--- src/rtl/irq_bank_pkg.sv ---
package irq_bank_pkg;

    localparam int DATA_W     = 32;
    localparam int NUM_SRC    = 8;
    localparam int LOW_SRCS   = 7;
    localparam int HIGH_POS   = 30;
    localparam int MASTER_BIT = 31;

    typedef logic [DATA_W-1:0] word_t;

    localparam int unsigned OFS_STATUS = 0;
    localparam int unsigned OFS_EN_SET = 1;
    localparam int unsigned OFS_EN_CLR = 2;

    typedef enum logic [1:0] {
        SEL_STATUS = 2'd0,
        SEL_EN_SET = 2'd1,
        SEL_EN_CLR = 2'd2,
        SEL_NONE   = 2'd3
    } reg_sel_e;

    typedef struct packed {
        word_t sts_clr;
        word_t en_set;
        word_t en_clr;
    } wr_ops_t;

    function automatic int src_pos(input int idx);
        return (idx < LOW_SRCS) ? idx : HIGH_POS;
    endfunction

    function automatic word_t calc_sts_mask();
        word_t m;
        m = '0;
        for (int i = 0; i < NUM_SRC; i++) begin
            m[src_pos(i)] = 1'b1;
        end
        return m;
    endfunction

    localparam word_t STS_MASK = calc_sts_mask();
    localparam word_t EN_MASK  = STS_MASK | (word_t'(1) << MASTER_BIT);

endpackage

--- src/rtl/irq_reg_decode.sv ---
module irq_reg_decode
    import irq_bank_pkg::*;
#(
    parameter int ADDR_W = 4
) (
    input  logic [ADDR_W-1:0] addr,
    input  logic              wr,
    input  word_t             wdata,
    output reg_sel_e          sel,
    output wr_ops_t           ops
);

    always_comb begin
        if (addr == ADDR_W'(OFS_STATUS))      sel = SEL_STATUS;
        else if (addr == ADDR_W'(OFS_EN_SET)) sel = SEL_EN_SET;
        else if (addr == ADDR_W'(OFS_EN_CLR)) sel = SEL_EN_CLR;
        else                                  sel = SEL_NONE;
    end

    always_comb begin
        ops = '0;
        if (wr) begin
            unique case (sel)
                SEL_STATUS: ops.sts_clr = wdata & STS_MASK;
                SEL_EN_SET: ops.en_set  = wdata & EN_MASK;
                SEL_EN_CLR: ops.en_clr  = wdata & EN_MASK;
                default:    ops = '0;
            endcase
        end
    end

    always_comb begin
        assert ($countones({|ops.sts_clr, |ops.en_set, |ops.en_clr}) <= 1)
            else $error("p_one_target_r9: write reached more than one register");
    end

endmodule

--- src/rtl/irq_status_bank.sv ---
module irq_status_bank
    import irq_bank_pkg::*;
(
    input  logic  clk,
    input  logic  rst,
    input  word_t evt_vec,
    input  word_t clr_vec,
    output word_t sts
);

    word_t sts_q;

    always_ff @(posedge clk) begin
        if (rst) sts_q <= '0;
        else     sts_q <= ((sts_q & ~clr_vec) | evt_vec) & STS_MASK;
    end

    assign sts = sts_q;

    p_evt_sets_r2: assert property (@(posedge clk) disable iff (rst)
        1'b1 |=> ((sts_q & ($past(evt_vec) & STS_MASK)) == ($past(evt_vec) & STS_MASK)));

    p_clr_works_r3: assert property (@(posedge clk) disable iff (rst)
        1'b1 |=> ((sts_q & $past(clr_vec) & ~$past(evt_vec)) == '0));

    p_hold_r3: assert property (@(posedge clk) disable iff (rst)
        (evt_vec == '0 && clr_vec == '0) |=> $stable(sts_q));

    p_evt_wins_r4: assert property (@(posedge clk) disable iff (rst)
        ((evt_vec & clr_vec & STS_MASK) != '0)
        |=> ((sts_q & $past(evt_vec & clr_vec & STS_MASK)) != '0));

    p_sts_unused_r9: assert property (@(posedge clk) disable iff (rst)
        (sts_q & ~STS_MASK) == '0);

endmodule

--- src/rtl/irq_enable_bank.sv ---
module irq_enable_bank
    import irq_bank_pkg::*;
(
    input  logic  clk,
    input  logic  rst,
    input  word_t set_vec,
    input  word_t clr_vec,
    output word_t en
);

    word_t en_q;

    always_ff @(posedge clk) begin
        if (rst) en_q <= '0;
        else     en_q <= ((en_q & ~clr_vec) | set_vec) & EN_MASK;
    end

    assign en = en_q;

    p_set_r5: assert property (@(posedge clk) disable iff (rst)
        1'b1 |=> ((en_q & $past(set_vec)) == $past(set_vec)));

    p_clr_r6: assert property (@(posedge clk) disable iff (rst)
        1'b1 |=> ((en_q & $past(clr_vec)) == '0));

    p_en_hold_r5: assert property (@(posedge clk) disable iff (rst)
        (set_vec == '0 && clr_vec == '0) |=> $stable(en_q));

    p_en_unused_r9: assert property (@(posedge clk) disable iff (rst)
        (en_q & ~EN_MASK) == '0);

endmodule

--- src/rtl/irq_reg_bank.sv ---
module irq_reg_bank
    import irq_bank_pkg::*;
#(
    parameter int ADDR_W = 4
) (
    input  logic                clk,
    input  logic                rst,
    input  logic [ADDR_W-1:0]   reg_addr,
    input  logic                reg_wr,
    input  logic [31:0]         reg_wdata,
    output logic [31:0]         reg_rdata,
    input  logic [NUM_SRC-1:0]  evt_src,
    output logic                irq_out
);

    reg_sel_e sel;
    wr_ops_t  ops;
    word_t    evt_vec;
    word_t    sts;
    word_t    en;
    word_t    pending;

    irq_reg_decode #(.ADDR_W(ADDR_W)) u_decode (
        .addr  (reg_addr),
        .wr    (reg_wr),
        .wdata (reg_wdata),
        .sel   (sel),
        .ops   (ops)
    );

    always_comb begin
        evt_vec = '0;
        for (int i = 0; i < NUM_SRC; i++) begin
            evt_vec[src_pos(i)] = evt_src[i];
        end
    end

    irq_status_bank u_status (
        .clk     (clk),
        .rst     (rst),
        .evt_vec (evt_vec),
        .clr_vec (ops.sts_clr),
        .sts     (sts)
    );

    irq_enable_bank u_enable (
        .clk     (clk),
        .rst     (rst),
        .set_vec (ops.en_set),
        .clr_vec (ops.en_clr),
        .en      (en)
    );

    always_comb begin
        unique case (sel)
            SEL_STATUS: reg_rdata = sts;
            SEL_EN_SET,
            SEL_EN_CLR: reg_rdata = en;
            default:    reg_rdata = '0;
        endcase
    end

    assign pending = sts & en & STS_MASK;
    assign irq_out = en[MASTER_BIT] & (|pending);

    p_irq_master_r8: assert property (@(posedge clk) disable iff (rst)
        irq_out |-> en[MASTER_BIT]);

    p_irq_source_r8: assert property (@(posedge clk) disable iff (rst)
        irq_out |-> ((sts & en) != '0));

    p_mask_same_r7: assert property (@(posedge clk) disable iff (rst)
        (sel == SEL_EN_CLR) |-> (reg_rdata == en));

    p_rd_unused_r9: assert property (@(posedge clk) disable iff (rst)
        (reg_rdata[29:7] == '0) && !reg_rdata[31] || sel != SEL_STATUS);

endmodule

--- config.mk ---
export PLATFORM = sky130hd
export DESIGN_NAME = irq_reg_bank
export DESIGN_NICKNAME = d
export VERILOG_FILES = /design/src/rtl/irq_bank_pkg.sv /design/src/rtl/irq_reg_decode.sv /design/src/rtl/irq_status_bank.sv /design/src/rtl/irq_enable_bank.sv /design/src/rtl/irq_reg_bank.sv
export SDC_FILE = /design/constraint.sdc
export NUM_CORES = 1
export LEC_CHECK = 0
export ABC_AREA = 1
export BUFFER_PORTS_ARGS = -buffer_cell sky130_fd_sc_hd__buf_2
export CORE_UTILIZATION = 55
export CTS_CLUSTER_SIZE = 25
export DETAILED_ROUTE_END_ITERATION = 10
export PLACE_DENSITY = 0.92
export SKIP_LAST_GASP = 1
export SYNTH_ARGS = -nofsm -noshare
export SYNTH_HDL_FRONTEND = slang
export SYNTH_HIERARCHICAL = 1
export SYNTH_SLANG_ARGS = --single-unit
--- constraint.sdc ---
create_clock -name clk -period 2.9 [get_ports clk]
set_input_delay 0.435 -clock clk [delete_from_list [all_inputs] [get_ports clk]]
set_output_delay 0.435 -clock clk [all_outputs]
set_load 0.01 [all_outputs]
* Word-level counts from Yosys, hierarchy flattened
Index checks and enable logic that the tools add are counted.
Operators by class: eq/ne operators 4, muxes and demuxes 8, bitwise operators 8, reduce and logical (&&, ||, !) cells 4
Operators with widths (count):
- 2-to-1 mux 95 bit | 1
- 2-to-1 mux 32 bit | 2
- one-hot mux 32 bit (2 select lines) | 1
- bitwise AND 31 bit | 2
- bitwise AND 32 bit | 1
- inverter 32 bit | 1
- bitwise OR 32 bit | 1
- 2-to-1 mux 31 bit | 1
- inverter 31 bit | 1
- bitwise OR 31 bit | 1
- OR reduction 8 bit | 1
- equality test 4 x 1 -> 1 bit (second input constant) | 1
- equality test 4 x 2 -> 1 bit (second input constant) | 1
- zero test 4 bit | 1
- 2-to-1 mux 2 bit | 2
- equality test 2 x 1 -> 1 bit (second input constant) | 1
- equality test 2 bit (second input constant) | 1
- zero test 2 bit | 1
- OR reduction 2 bit | 1
- bitwise AND 1 bit | 1
- 2-to-1 mux 1 bit | 1
Word-level totals: bits in registers 40, bits of input ports 47, output and inout bits 33, logic and storage cells 27

* Depth between registers and ports, before layout
depth in word-level cells 10, depth in mapped cells 7, mapped depth without buffers 7

* By module
The synthesis kept the hierarchy.
Modules (own cells, without submodules):
- irq_reg_decode | times used 1, cells each 118, area each 721.9 um^2, seq. area each 0.0 um^2
- irq_reg_bank | times used 1, cells each 126, area each 673.1 um^2, seq. area each 0.0 um^2
- irq_enable_bank | times used 1, cells each 70, area each 548.0 um^2, seq. area each 180.2 um^2
- irq_status_bank | times used 1, cells each 66, area each 515.5 um^2, seq. area each 160.2 um^2

* Worst setup path before layout
Ideal clock, no wire load.
kind input to output, start point input port reg_addr[3], end point output port reg_rdata[5], arrival time 1373 ps, required time 2465 ps, setup slack 1092 ps, stages on the path 7, path buffers 1, path through nor2_4 > nand2_1 > inv_1 > ha_1 > buf_6 > nand2_1 > a21oi_1
Between the ends: longest elaborated chain between the ends 7, elaborated cells on any way between the ends 11, those cells by class eq/ne: 4; mux: 4; reduce/logical: 3
Ends and longest elaborated chain:
- start: declaration | line irq_reg_bank.sv:8 | input logic [ADDR_W-1:0] reg_addr,
- equality test 4 x 2 -> 1 bit | line irq_reg_decode.sv:16 | else if (addr == ADDR_W'(OFS_EN_CLR)) sel = SEL_EN_CLR;
- 2-to-1 mux 1 bit | line irq_reg_decode.sv:16
- 2-to-1 mux 2 bit | line irq_reg_decode.sv:15 | else if (addr == ADDR_W'(OFS_EN_SET)) sel = SEL_EN_SET;
- 2-to-1 mux 2 bit * | line irq_reg_decode.sv:14 | if (addr == ADDR_W'(OFS_STATUS)) sel = SEL_STATUS;
- via sel[0] | line irq_reg_bank.sv:16 | reg_sel_e sel;
- equality test 2 x 1 -> 1 bit or equality test 2 bit (tied branches) | line irq_reg_bank.sv:55 | unique case (sel)
- OR reduction 2 bit | line irq_reg_bank.sv:55
- one-hot mux 32 bit (2 select lines) * | line irq_reg_bank.sv:55
- end: declaration | line irq_reg_bank.sv:11 | output logic [31:0] reg_rdata,
Mark *: on every way through the listed nets, which the timed path passes. The rest lies on a longest branch.

* Worst setup path after layout
start point input port reg_addr[3], end point output port reg_rdata[1]
The elaborated chain is that of the path after synthesis.

==> impl_metrics.csv <==
group,metric,value,unit
cts,cts_tree,"built",
cts,cts_setup_buffers,0,
placement,dpl-instance-area,1890,sq um
cells_and_area,nets,383,
cts,post_cts_resized,0,
timing,max_freq,427,MHz
cts,path_clk_slew,0.11,ns
grt,grt_usage,0.206,
placement,placed_cells,375,
power,pwr-share-clk,0.268,
timing,tightest_slew,0.917,ns
critical_path,crit_type,"primary input to output pin",
floorplan,die_w,61.2,um
floorplan,rows,21,
critical_path,cp-end-kind,"output pin",
placement,portBuffers,33,
power,finalPower,0.503,mW
cts,cts.htree.levels,1,
detailed_routing,dr.pass1.iters,4,
detailed_routing,first_iter_violations,68,
grt,grt_max_degree,33,
critical_path,timing.critical_path.arrival,1.91,ns
cts,clock_path_buffers,2,
critical_path,critical_path.slowest_cell,"ha_1",
timing,fin_crit,2.34,ns
floorplan,io_pins,80,
power,power_density,263,nW/um^2
grt,grt_pass1_wl,5.60,mm
grt,grt_antenna_before_repair,0,
detailed_routing,drc,0,
timing,clock_skew,0,ns
timing,slew_headroom,0.389,
yosys,syn_avg_cell_area,6.25,sq um
floorplan,initial_utilization,0.577,
power,switching_share,0.342,
timing,setup_slack,0.560,ns
grt,grt_remaining_overflow,0,
critical_path,slowest_delay,0.54,ns
cts,cts.sinks,17,
timing,hold_viol_final,0,
power,leakage,0.781,nW
timing,final.setup.tns,0,ns
power,peakVddDrop,0.000234,V
critical_path,critPathLaunchType,"primary input",
timing,holdWs,0.358,ns
detailed_routing,wl_per_cell,9.83,um
cells_and_area,syn2layout_area_growth,-0.520,%
power,sequentialPowerShare,0.498,
floorplan,die-area,3740,sq um
placement,hpwl,2.76,mm
cts,numCtsBuffers,3,
yosys,syn_area,1930,sq um
cts,clockRootBuffer,"clkbuf_4",
critical_path,worst-path-buf-inv,3,
placement,gp_congestion,0.807,
power,internal_power,0.331,mW
cells_and_area,drive_above_1_share,0.270,
detailed_routing,avgViaCountPerCell,4.36,
cts,clock_latency,0.31,ns
floorplan,die_h,61.2,um
detailed_routing,finalWirelength,3.72,mm
cts,holdBufCountCts,0,
cells_and_area,instances_no_fill,379,
power,switchingPower,0.172,mW
floorplan,coreArea,3340,sq um
detailed_routing,drtAntennaViolNets,0,
critical_path,critPathTopFamily,"adder cells",
yosys,ys_warn_count,6,
worst_hold_path,hold_class,"primary input to flip-flop",
timing,rsz0062_at_grt,"false",
critical_path,cp_cell_sequence,"buf_2 -> nor2_4 -> nand2_1 -> inv_1 -> ha_1 -> nand2_1 -> a21oi_2 -> buf_2",
cells_and_area,insertedDiodeCount,0,
critical_path,cp_max_fo,16,
flow_run,cap_violations,0,
cells_and_area,final_cell_area,1920,sq um
run_status,status,"finished clean",
critical_path,cp.required,2.47,ns
grt,grt_pass1_vias,1385,
timing,drv_slew,0,
power,comb_power_share,0.234,
cells_and_area,fin_util,0.574,
timing,setup-violations-final,0,
yosys,syn_inst,308,
placement,place_ws,0.556,ns
cells_and_area,fill_cells,350,
timing,post-route-period-util,0.807,
detailed_routing,vias,1653,
==> power by group through the flow <==
| stage | Sequential [mW] | Combinational [mW] | Clock [mW] |
|---|---|---|---|
| after floorplan | 0.254 | 0.137 | 0 |
| after global placement | 0.255 | 0.113 | 0 |
| after detailed placement | 0.256 | 0.116 | 0 |
| after CTS | 0.251 | 0.116 | 0.131 |
| after global routing | 0.252 | 0.134 | 0.144 |
| final | 0.251 | 0.118 | 0.135 |
==> cells in the final DEF (no fill, tap or decap) <==
cell,count
buf_4,2
nand2_1,104
clkinv_2,1
nand2_2,3
nor2_1,31
conb_1,47
dfxtp_1,17
ha_1,1
a21oi_1,4
buf_2,33
nor2_4,1
ha_2,1
clkbuf_4,3
inv_1,39
a21oi_2,46
==> routing by layer <==
layer	vias to the layer above	wire [um]	track usage
met4	0	100	0.123
met1	716	1500	0.197
li1	882	-	-
met2	46	1950	0.407
met3	9	177	0.0315
met5	-	0	0
==> final timing paths <==
path | from | endpoint | slack [ns] | depth (start not counted)
worst max-delay path | reg_addr[3] | reg_rdata[1] | 0.56 | 8
worst max register to register | u_enable/en[31] | u_enable/en[31] | 2.24 | 2
worst min-delay path | evt_src[1] | u_status/sts[1] | 0.36 | 3
worst min register to register | u_enable/en[30] | u_enable/en[30] | 0.50 | 2
==> layout make-up <==
type | instances | area (sq um) | share of cell area
clock buffer | 3 | 22.5 | 0.0118
clock inverter | 1 | 5.00 | 0.00261
inverter | 39 | 146 | 0.0764
multi-input combinational | 238 | 1160 | 0.607
sequential | 17 | 340 | 0.178
tap | 46 | 57.6 | 0.0300
timing repair buffer | 35 | 180 | 0.0941
==> sequential cells by signal, indices dropped and copies added (netlist names) <==
| register | flops |
|---|---|
| u_enable/en | 9 |
| u_status/sts | 8 |
==> worst min-delay path: stages <==
cell	delay [ns]
buf_2	0.09
inv_1	0.06
a21oi_2	0.05
(Power assumes the default switching activity.)
